## config.mk

```make
export PLATFORM = sky130hd
export DESIGN_NAME = char_parity_unit
export DESIGN_NICKNAME = d
export VERILOG_FILES = /design/src/rtl/cpg_pkg.sv /design/src/rtl/cpg_xor_chain.sv /design/src/rtl/cpg_select.sv /design/src/rtl/cpg_sticky.sv /design/src/rtl/char_parity_unit.sv
export SDC_FILE = /design/constraint.sdc
export NUM_CORES = 1
export LEC_CHECK = 0
export BUFFER_PORTS_ARGS = -buffer_cell sky130_fd_sc_hd__buf_2
export CORE_MARGIN = 2
export CORE_UTILIZATION = 40
export CTS_CLUSTER_DIAMETER = 100
export DETAILED_ROUTE_END_ITERATION = 12
export GPL_TIMING_DRIVEN = 0
export PLACE_DENSITY = 0.79
export SYNTH_ARGS = -nofsm -noshare
export SYNTH_HDL_FRONTEND = slang
export SYNTH_SLANG_ARGS = --single-unit
```

## constraint.sdc

```tcl
create_clock -name clk -period 2.11 [get_ports clk]
set_input_delay 0.1055 -clock clk [delete_from_list [all_inputs] [get_ports clk]]
set_output_delay 0.1055 -clock clk [all_outputs]
set_load 0.02 [all_outputs]
```

## src/rtl/cpg_pkg.sv

```systemverilog
// Shared widths and encodings for the character parity unit.
// Assumes the character is data bits, then punctuation bits, then one parity bit on top.
package cpg_pkg;
    localparam int DATA_BITS  = 6;
    localparam int PUNCT_BITS = 2;

    typedef enum logic {
        OP_GEN = 1'b0,
        OP_CHK = 1'b1
    } op_e;

    typedef enum logic {
        CNT_DATA_ONLY = 1'b0,
        CNT_WITH_MARK = 1'b1
    } cnt_e;
endpackage

```

## src/rtl/cpg_xor_chain.sv

```systemverilog
// Odd-parity detector: odd_o is 1 when bits_i holds an odd number of ones.
// Assumes W >= 1; built as a generate chain so the width follows the parameter.
module cpg_xor_chain #(
    parameter int W = 8
) (
    input  logic [W-1:0] bits_i,
    output logic         odd_o
);
    logic [W:0] acc;

    assign acc[0] = 1'b0;

    for (genvar i = 0; i < W; i++) begin : g_stage
        // one stage: fold in bit i
        assign acc[i+1] = acc[i] ^ bits_i[i];
    end

    assign odd_o = acc[W];
endmodule

```

## src/rtl/cpg_select.sv

```systemverilog
// Picks which body bits take part in the count: data always, punctuation only when enabled.
// Assumes body is {punctuation, data} with data in the low bits.
module cpg_select #(
    parameter int DATA_W  = 6,
    parameter int PUNCT_W = 2,
    localparam int BODY_W = DATA_W + PUNCT_W
) (
    input  logic [BODY_W-1:0] body_i,
    input  logic              with_mark_i,
    output logic [BODY_W-1:0] counted_o
);
    // data passes always, punctuation bits gated by the mode
    always_comb begin
        counted_o = body_i;
        for (int k = DATA_W; k < BODY_W; k++) begin
            counted_o[k] = body_i[k] & with_mark_i;
        end
    end
endmodule

```

## src/rtl/cpg_sticky.sv

```systemverilog
// Sticky error flag: set wins over clear on the same edge.
// Assumes set_i and clr_i are sampled on the rising clock edge; synchronous active-low reset.
module cpg_sticky (
    input  logic clk,
    input  logic rst_n,
    input  logic set_i,
    input  logic clr_i,
    output logic flag_o
);
    // hold, clear or set the flag
    always_ff @(posedge clk) begin
        if (!rst_n)     flag_o <= 1'b0;
        else if (set_i) flag_o <= 1'b1;
        else if (clr_i) flag_o <= 1'b0;
    end

    // a clear with no new failure empties the flag
    p_clear_wins_r10: assert property (@(posedge clk) disable iff (!rst_n)
        (clr_i && !set_i) |=> !flag_o);

    // a flagged failure stays until a clear arrives
    p_flag_holds_r9: assert property (@(posedge clk) disable iff (!rst_n)
        (flag_o && !clr_i) |=> flag_o);
endmodule

```

## src/rtl/char_parity_unit.sv

```systemverilog
// Parity generator and checker for one nine-bit character per cycle.
// Generate replaces the parity bit so the counted positions are odd; check passes the
// character and flags an even count. Results are registered one cycle after the strobe.
// Assumes op_sel and punct_cnt are qualified by char_vld.
module char_parity_unit #(
    parameter int DATA_W  = cpg_pkg::DATA_BITS,
    parameter int PUNCT_W = cpg_pkg::PUNCT_BITS,
    localparam int BODY_W = DATA_W + PUNCT_W,
    localparam int CHAR_W = BODY_W + 1
) (
    input  logic              clk,
    input  logic              rst_n,
    input  logic              char_vld,
    input  logic              op_sel,
    input  logic              punct_cnt,
    input  logic [CHAR_W-1:0] char_in,
    input  logic              err_clr,
    output logic              res_vld,
    output logic [CHAR_W-1:0] res_char,
    output logic              res_err,
    output logic              err_seen
);
    import cpg_pkg::*;

    logic [BODY_W-1:0] body;
    logic [BODY_W-1:0] counted;
    logic              body_odd;
    logic              par_in;
    logic              is_chk;
    logic              gen_par;
    logic              chk_fail;
    logic              new_fail;
    logic [CHAR_W-1:0] next_char;

    assign body   = char_in[BODY_W-1:0];
    assign par_in = char_in[CHAR_W-1];
    assign is_chk = (op_e'(op_sel) == OP_CHK);

    cpg_select #(
        .DATA_W  (DATA_W),
        .PUNCT_W (PUNCT_W)
    ) u_select (
        .body_i      (body),
        .with_mark_i (cnt_e'(punct_cnt) == CNT_WITH_MARK),
        .counted_o   (counted)
    );

    cpg_xor_chain #(
        .W (BODY_W)
    ) u_chain (
        .bits_i (counted),
        .odd_o  (body_odd)
    );

    // parity bit that makes the counted positions odd; failure when they are even
    always_comb begin
        gen_par   = ~body_odd;
        chk_fail  = ~(body_odd ^ par_in);
        next_char = is_chk ? char_in : {gen_par, body};
        new_fail  = char_vld & is_chk & chk_fail;
    end

    // result registers, loaded on a strobe; error is a one-cycle pulse
    always_ff @(posedge clk) begin
        if (!rst_n) begin
            res_vld  <= 1'b0;
            res_char <= '0;
            res_err  <= 1'b0;
        end else begin
            res_vld <= char_vld;
            res_err <= new_fail;
            if (char_vld) res_char <= next_char;
        end
    end

    cpg_sticky u_sticky (
        .clk    (clk),
        .rst_n  (rst_n),
        .set_i  (new_fail),
        .clr_i  (err_clr),
        .flag_o (err_seen)
    );

    // result strobe follows the input strobe by one cycle
    p_latency_r1: assert property (@(posedge clk) disable iff (!rst_n)
        $past(rst_n) |-> (res_vld == $past(char_vld)));

    // body bits are carried through unchanged
    p_body_pass_r1: assert property (@(posedge clk) disable iff (!rst_n)
        ($past(rst_n) && res_vld) |-> (res_char[BODY_W-1:0] == $past(char_in[BODY_W-1:0])));

    // generated character with marks counted holds odd parity over all bits
    p_gen_odd_r3: assert property (@(posedge clk) disable iff (!rst_n)
        ($past(rst_n) && res_vld && $past(op_sel) == 1'b0 && $past(punct_cnt))
        |-> ($countones(res_char) % 2 == 1));

    // a check returns the parity bit it was given
    p_chk_pass_r6: assert property (@(posedge clk) disable iff (!rst_n)
        ($past(rst_n) && res_vld && $past(op_sel)) |-> (res_char == $past(char_in)));

    // generate never reports a failure
    p_gen_clean_r7: assert property (@(posedge clk) disable iff (!rst_n)
        ($past(rst_n) && res_vld && !$past(op_sel)) |-> !res_err);

    // no error without a result
    p_err_qual_r8: assert property (@(posedge clk) disable iff (!rst_n)
        !res_vld |-> !res_err);

    // sticky flag rises with the error pulse
    p_sticky_set_r9: assert property (@(posedge clk) disable iff (!rst_n)
        res_err |-> err_seen);
endmodule

```

==> results_dict.tcl, run 1 <==
set metrics [dict create \
    yosysTopAreaCell "dfxtp_1" \
    synth_area_um2 534 \
    switching_share_pct 28.6 \
    critPathLaunchType "input port" \
    dieHeight_um 40.5 \
    diodes 0 \
    initial_utilization_pct 42.1 \
    clkLatencyLatePin_ns 0.27 \
    ctsLongestPathBuffers 2 \
    synth.yosys.seq_area_share_pct 45.0 \
    finalSetupTns_ns 0 \
    min_period_ns 0.968 \
    yosysUniqueCellTypes 17 \
    rsz0062_at_grt "no" \
    worst_pin_slew_ns 0.367 \
    drc_errors 0 \
    p_int_uw 370 \
    place_congestion 0.635 \
    cp_max_fo 2 \
    area_growth_pct 31.1 \
    grt_pass1_wl_mm 1.65 \
    antenna_found_initial 0 \
    cts.sink_count 12 \
    wl_per_cell_um 11.6 \
    p_comb_share_pct 25.2 \
    p_switching_uw 148 \
    maxCapViolations 0 \
    pwr-share-clk_pct 26.8 \
    ir_drop_v 0.000537 \
    io_pins 27 \
    cts_root_buffer "clkbuf_4" \
    dp_hpwl_um 835 \
    fmax_mhz 1030 \
    status "finished, final reports clean" \
    end_kind "flip-flop" \
    yosysMostFrequentCell "dfxtp_1" \
    nets 93 \
    cts-resized-gates 0 \
    grt_overflow 0 \
    setup_viol 0 \
    arrival_ns 1.18 \
    synth_edf_count 0 \
    htreeDepth 1 \
    syn-num-nets 63 \
    core_um2 1270 \
    path_class "input port to flip-flop" \
    synth_common_cells "dfxtp_1, mux2i_1, nor2b_1, xnor2_1, nand2_1" \
    grt_use_total_pct 16.4 \
    clkSlewWorstSetupHoldPaths_ns 0.07 \
    die_w_um 40.5 \
    num_rows 13 \
    cts-hold-fix-buffers 0 \
    slew_violations 0 \
    layout-drive-gt1-share_pct 42.1 \
    grt_pass1_vias 429 \
    power_density_nw_per_um2 740 \
    die-area_um2 1640 \
    wirelength_mm 1.06 \
    n_fill_cell 120 \
    hp-class "input port to flip-flop" \
    clock_skew_ns 0 \
    viasPerCell 4.69 \
    async_reset_ff_share_pct 0 \
    syn_inst 48 \
    drtPass1Iterations 2 \
    vias 427 \
    cts_tree "built" \
    synthFlopType "dfxtp_1" \
    hold_viol_final 0 \
    placed_area_um2 678 \
    slew_headroom_pct 75.6 \
    drt_iter0_markers 6 \
    fin_crit_sh_pct 45.9 \
    ys_warn_count 0 \
    cts_buffers 3 \
    netlist.area_leader.share_pct 45.0 \
    yosys_register_bits 12 \
    cp_data_required_time_ns 2.32 \
    syn_area_per_cell_um2 11.1 \
    stdcell_area_um2 701 \
    io_buffers 25 \
    ys_top_cells_by_area "dfxtp_1, mux2i_1, nor2b_1" \
    post-cts-setup-buffers 0 \
    seqPwrFrac_pct 48.1 \
    grt_max_degree 11 \
    power.leakage_uw 0.000357 \
    ant_nets 0 \
]
## state kept, by name, summed over array words and instances (netlist names)
register	count
res_char	9
res_err	1
res_vld	1
u_sticky.flag_o	1
## worst paths after layout
check	start	end	slack (ns)	depth (start not counted)
max	char_in[6]	u_sticky.flag_o	1.14	6
min	op_sel	res_char[8]	0.09	2
max reg2reg	res_char[3]	res_char[3]	1.46	2
min reg2reg	res_char[4]	res_char[4]	0.52	2
## kinds of logic (layout without fill, tap and decap cells)
group,count (synthesis),in the layout,share of synthesized area [%]
muxes,8,8,15.0
and+or+nand+nor,15,15,15.9
DFF,12,12,45.0
AOI/OAI and AO/OA,2,2,3.28
xor gates and xnor gates,8,8,18.5
buffers and inverters,3,31,2.34
## area by class of cell
type | instances | area [um2] | area share [%]
multi-input combinational | 33 | 282 | 40.2
tap | 15 | 18.8 | 2.68
sequential | 12 | 240 | 34.3
timing repair buffer | 25 | 125 | 17.9
clock buffer | 3 | 22.5 | 3.21
inverter | 1 | 3.75 | 0.536
buffer | 2 | 8.76 | 1.25
## cell usage in the layout, fill, tap and decap left out
cell      count
xnor2_2       1
xnor3_1       1
nand3b_1      2
nor2_1        1
nor2b_1       8
mux2i_1       8
xor2_2        1
o311ai_1      1
clkbuf_4      3
o21ai_2       1
nand3_1       1
nand2_1       3
buf_2        26
inv_1         1
xnor2_1       4
clkbuf_1      1
dfxtp_1      12
xor2_1        1
## through the flow
stage                     util [%]  total power (uW)  setup WS, ns  cells  hold slack (ns)
after floorplan                  -               343          1.08     48            0.240
after global placement        53.5               380         0.905     88            0.360
after detailed placement      53.5               386         0.858     88            0.384
after CTS                     55.2               522          1.13     91           0.0894
after global routing          55.2               542          1.09     91           0.0975
final                         55.2               518          1.14     91           0.0913
## power by group through the flow
stage          clock network [uW]  logic, uW  registers, uW
6_report                      139        130            249
5_1_grt                       150        140            251
4_1_cts                       141        131            249
3_5_place_dp                    0        131            254
3_3_place_gp                    0        127            253
2_1_floorplan                   0       69.3            274
## layer usage
layer | vias to the layer above | global-route usage [%] | wire (um)
met5 | - | 0 | 0
met2 | 18 | 29.4 | 554
li1 | 213 | - | -
met4 | 0 | 7.50 | 17
met1 | 194 | 16.2 | 404
met3 | 2 | 6.67 | 82
## critical path, cell delays in order
cell     delay (ns)
buf_2          0.11
xor2_1         0.14
nand2_1        0.11
xnor2_2        0.21
xnor3_1        0.38
o21ai_2        0.12
Note: power is estimated with default switching activity, not from simulation.
==> inputs of run 2 (changes only) <==
==> constraint.sdc (replaced) <==
create_clock -name clk -period 0.9 [get_ports clk]
set_input_delay 0.045 -clock clk [delete_from_list [all_inputs] [get_ports clk]]
set_output_delay 0.045 -clock clk [all_outputs]
set_load 0.02 [all_outputs]
==> run 2 against run 1 <==
Compared with the run above: first-iteration DRC count is 83% lower; combinational power up 150%; count of clock-buffer cells in the layout grew 1; sequential share of layout area is 2.2 points lower; clock power rose to 3.0 times the previous value; total power grew to 2.6 times the previous value; setup slack worse by 1.1 ns; global-route usage fell by 1.4 points; clock skew stayed put; critical path depth shrank 1; critical path type unchanged; largest power group unchanged.
==> results_dict.tcl, run 2 (synthesized netlist as in run 1, its figures left out) <==
set metrics [dict create \
    die-area_um2 1640 \
    worstRegToRegCells 2 \
    p_comb_share_pct 24.3 \
    cp-endpoint "u_sticky.flag_o" \
    arrival_ns 1.04 \
    p_switching_uw 351 \
    cts-hold-fix-buffers 0 \
    min_period_ns 0.837 \
    fin_crit_sh_pct 93.0 \
    core_um2 1270 \
    ant_nets 0 \
    slew_headroom_pct 76.0 \
    antenna_found_initial 0 \
    cts.sink_count 12 \
    clkSlewWorstSetupHoldPaths_ns 0.08 \
    r2r-start "res_char[7]" \
    power.leakage_uw 0.000382 \
    startpoint "char_in[5]" \
    final_cell_mix "buf_2, dfxtp_1, mux2i_1, nor2b_1" \
    post-cts-setup-buffers 0 \
    final_core_util_pct 59.0 \
    rrSetupSlack_ns 0.27 \
    cts-resized-gates 0 \
    drtPass1Iterations 2 \
    initial_utilization_pct 42.1 \
    num_rows 13 \
    switching_share_pct 26.5 \
    grt_use_total_pct 14.9 \
    cp_data_required_time_ns 1.11 \
    top_register "res_char" \
    final_cells 92 \
    dieHeight_um 40.5 \
    power_density_nw_per_um2 1770 \
    place_congestion 0.676 \
    grt_overflow 0 \
    cp_slowest_stage_delay_ns 0.37 \
    clock_skew_ns 0 \
    slowest_stage "xnor3_1" \
    hold_viol_final 0 \
    end_kind "flip-flop" \
    nets 93 \
    ctsLongestPathBuffers 2 \
    cts_buffers 3 \
    p_int_uw 975 \
    cts_root_buffer "clkbuf_4" \
    clkLatencyLatePin_ns 0.26 \
    viasPerCell 4.62 \
    seqPwrFrac_pct 43.9 \
    grt_max_degree 11 \
    dp_hpwl_um 750 \
    drt_iter0_markers 1 \
    pwr-share-clk_pct 31.8 \
    cts_tree "built" \
    grt_pass1_vias 382 \
    dp.cells 88 \
    io_buffers 25 \
    hp-class "input port to flip-flop" \
    die_w_um 40.5 \
    n_fill_cell 109 \
    critPathLaunchType "input port" \
    cp_max_fo 2 \
    worst_pin_slew_ns 0.360 \
    area_growth_pct 40.0 \
    rsz0062_at_grt "no" \
    ir_drop_v 0.000829 \
    layout_commonest_cell "buf_2" \
    maxCapViolations 0 \
    status "finished, final reports clean" \
    htreeDepth 1 \
    wirelength_um 945 \
    vias 425 \
    slew_violations 0 \
    path_class "input port to flip-flop" \
    fmax_mhz 1190 \
    wl_per_cell_um 10.3 \
    setup_viol 0 \
    path_cells "buf_2 > xnor2_4 > xnor2_2 > xnor3_1 > o21ai_2" \
    io_pins 27 \
    largest_reg_flops 9 \
    drc_errors 0 \
    diodes 0 \
    layout-drive-gt1-share_pct 46.8 \
    r2r_end "res_char[7]" \
    grt_pass1_wl_mm 1.55 \
]
## run 2: worst max-delay path: cells and delay by family
kind | cells | cell delay (ns)
xor+xnor | 3 | 0.72
compound gates | 1 | 0.14
buf+inv | 1 | 0.13
## run 2: power groups by stage
stage / logic [uW] / clock network [uW] / registers (uW)
5_1_grt: 355 / 454 / 587
2_1_floorplan: 184 / 0 / 642
4_1_cts: 327 / 432 / 583
3_5_place_dp: 327 / 0 / 595
6_report: 323 / 421 / 583
3_3_place_gp: 324 / 0 / 594
## run 2: how the worst min path moves through the flow
stage | from | end | slack, ns | cells past startpoint
global placement | op_sel | res_char[8] | 0.30 | 2
global route | op_sel | res_char[8] | 0.04 | 2
CTS | op_sel | res_char[8] | 0.02 | 2
floorplan | op_sel | res_char[8] | 0.18 | 1
detailed placement | op_sel | res_char[8] | 0.31 | 2
finish | op_sel | res_char[8] | 0.03 | 2
## run 2: cell type report
type	instances	area, um2	area share [%]
clock buffer	4	36.3	4.85
sequential	12	240	32.1
buffer	2	8.76	1.17
multi-input combinational	33	315	42.1
tap	15	18.8	2.51
inverter	1	3.75	0.502
timing repair buffer	25	125	16.7
## run 2: metrics by stage
stage | hold slack (ns) | setup TNS (ns) | setup WS [ns] | power [uW] | instance area [um2]
after floorplan | 0.180 | -0.0211 | -0.0211 | 827 | 568
after global placement | 0.301 | -0.469 | -0.215 | 918 | 712
after detailed placement | 0.307 | -0.510 | -0.227 | 922 | 712
after CTS | 0.0211 | 0 | 0.0539 | 1340 | 748
after global routing | 0.0445 | 0 | 0.00731 | 1400 | 748
final | 0.0291 | 0 | 0.0629 | 1330 | 748
## run 2: per-layer routing
metal	part of all wire, %	wire length [um]	global-route usage, %	up-vias
met4	1.1	10	10.0	0
met3	7.6	72	3.89	2
met5	0	0	0	-
met1	43	408	16.0	191
li1	-	-	-	216
met2	48	453	25.4	16
==> inputs of run 3 (changes only) <==
--- a/config.mk
+++ b/config.mk
@@ -8,6 +8,7 @@
 export BUFFER_PORTS_ARGS = -buffer_cell sky130_fd_sc_hd__buf_2
 export CORE_MARGIN = 2
 export CORE_UTILIZATION = 40
+export CTS_BUF_LIST = sky130_fd_sc_hd__clkbuf_16
 export CTS_CLUSTER_DIAMETER = 100
 export DETAILED_ROUTE_END_ITERATION = 12
 export GPL_TIMING_DRIVEN = 0
==> run 3 against run 2 <==
Compared with the run above: clock skew unchanged; count of clock-buffer cells in the layout decreased by 1; routed wire length increased by 6.3%; hold slack improved by 0.032 ns; critical path depth unchanged; global-route usage increased by 1.9 points; cell area increased by 5.7%; register-to-register slack about the same; sequential cell count unchanged.
==> results_dict.tcl, run 3 (synthesized netlist as in run 1, its figures left out) <==
set metrics [dict create \
    die_w_um 40.5 \
    post-cts-setup-buffers 0 \
    drt_iter0_markers 2 \
    hold_viol_final 0 \
    worstRegToRegCells 2 \
    cp_data_required_time_ns 1.08 \
    p_int_uw 1320 \
    cp_slowest_stage_delay_ns 0.37 \
    cpLargestDelayFamily "XOR/XNOR gates" \
    clock_skew_ns 0 \
    layout_commonest_cell "buf_2" \
    power_density_nw_per_um2 2180 \
    switching_share_pct 23.5 \
    wirelength_mm 1.01 \
    core_um2 1270 \
    io_buffers 25 \
    seqPwrFrac_pct 34.1 \
    fin_crit_sh_pct 97.3 \
    htreeDepth 1 \
    die-area_um2 1640 \
    hp-start "op_sel" \
    slew_violations 0 \
    grt_overflow 0 \
    ctsLongestPathBuffers 2 \
    hold_depth 2 \
    pwr-share-clk_pct 47.0 \
    layout-drive-gt1-share_pct 45.5 \
    largest_reg_flops 9 \
    p_comb_share_pct 19.0 \
    cts.sink_count 12 \
    path_cells "buf_2 > xnor2_4 > xnor2_2 > xnor3_1 > o21ai_2" \
    diodes 0 \
    wl_per_cell_um 10.9 \
    final_cells 92 \
    grt_use_total_pct 16.9 \
    clkLatencyLatePin_ns 0.24 \
    dp.cells 88 \
    drc_errors 0 \
    viasPerCell 4.57 \
    worst_pin_slew_ns 0.367 \
    arrival_ns 1.05 \
    startpoint "char_in[5]" \
    vias 420 \
    dp_hpwl_um 750 \
    dieHeight_um 40.5 \
    top_register "res_char" \
    place_congestion 0.676 \
    path_class "input port to flip-flop" \
    crit_buf_inv 1 \
    cts_root_buffer "clkbuf_16" \
    ir_drop_v 0.00114 \
    io_pins 27 \
    rsz0062_at_grt "yes" \
    cts-resized-gates 0 \
    critPathLaunchType "input port" \
    hp-class "input port to flip-flop" \
    cts_buffers 3 \
    ant_nets 0 \
    area_growth_pct 48.0 \
    p_switching_uw 404 \
    min_period_ns 0.876 \
    final_cell_mix "buf_2, dfxtp_1, mux2i_1, nor2b_1" \
    clkSlewWorstSetupHoldPaths_ns 0.04 \
    initial_utilization_pct 42.1 \
    grt_pass1_wl_mm 1.68 \
    slowest_stage "xnor3_1" \
    cp_max_fo 2 \
    grt_max_degree 11 \
    drtPass1Iterations 2 \
    path_depth 5 \
    cts_tree "built" \
    slew_headroom_pct 75.5 \
    nets 93 \
    power.leakage_uw 0.000400 \
    setup_viol 0 \
    grt_pass1_vias 415 \
    status "finished, final reports clean" \
    fmax_mhz 1140 \
    finalSetupTns_ns 0 \
    maxCapViolations 0 \
    antenna_found_initial 0 \
    cts-hold-fix-buffers 0 \
    end_kind "flip-flop" \
    num_rows 13 \
    r2r-start "res_char[7]" \
]
-- run 3: layout make-up --
type	instances	area (um2)
Inverter	1	3.75
Tap cell	15	18.8
Multi-Input combinational cell	33	315
Clock buffer	3	75.1
Timing Repair Buffer	25	125
Clock inverter	1	3.75
Fill cell	103	478
Sequential cell	12	240
Buffer	2	8.76
-- run 3: path summary, 6_finish.rpt --
path | slack [ns] | to
worst max-delay path | 0.02 | u_sticky.flag_o
worst min-delay path | 0.06 | res_char[8]
worst max register to register | 0.28 | res_char[7]
worst min register to register | 0.50 | u_sticky.flag_o
-- run 3: power groups by stage --
stage | combinational (uW) | clock (uW) | sequential, uW
3_5_place_dp | 327 | 0 | 595
2_1_floorplan | 184 | 0 | 642
4_1_cts | 331 | 827 | 587
3_3_place_gp | 324 | 0 | 594
5_1_grt | 358 | 845 | 591
6_report | 326 | 809 | 586
-- run 3: per-layer routing --
metal / routed length, um / track usage (%)
met1: 426 / 16.6
met2: 495 / 27.8
met3: 72 / 5.56
met4: 10 / 15.0
met5: 0 / 0
-- run 3: metrics by stage --
step	setup slack, ns	total power [uW]	utilization [%]	hold WS [ns]	instance area, um2
after floorplan	-0.0211	827	-	0.180	568
after global placement	-0.215	918	56.1	0.301	712
after detailed placement	-0.227	922	56.1	0.307	712
after CTS	0.0105	1750	62.3	0.0578	791
after global routing	-0.0424	1790	62.3	0.0855	791
final	0.0239	1720	62.3	0.0609	791
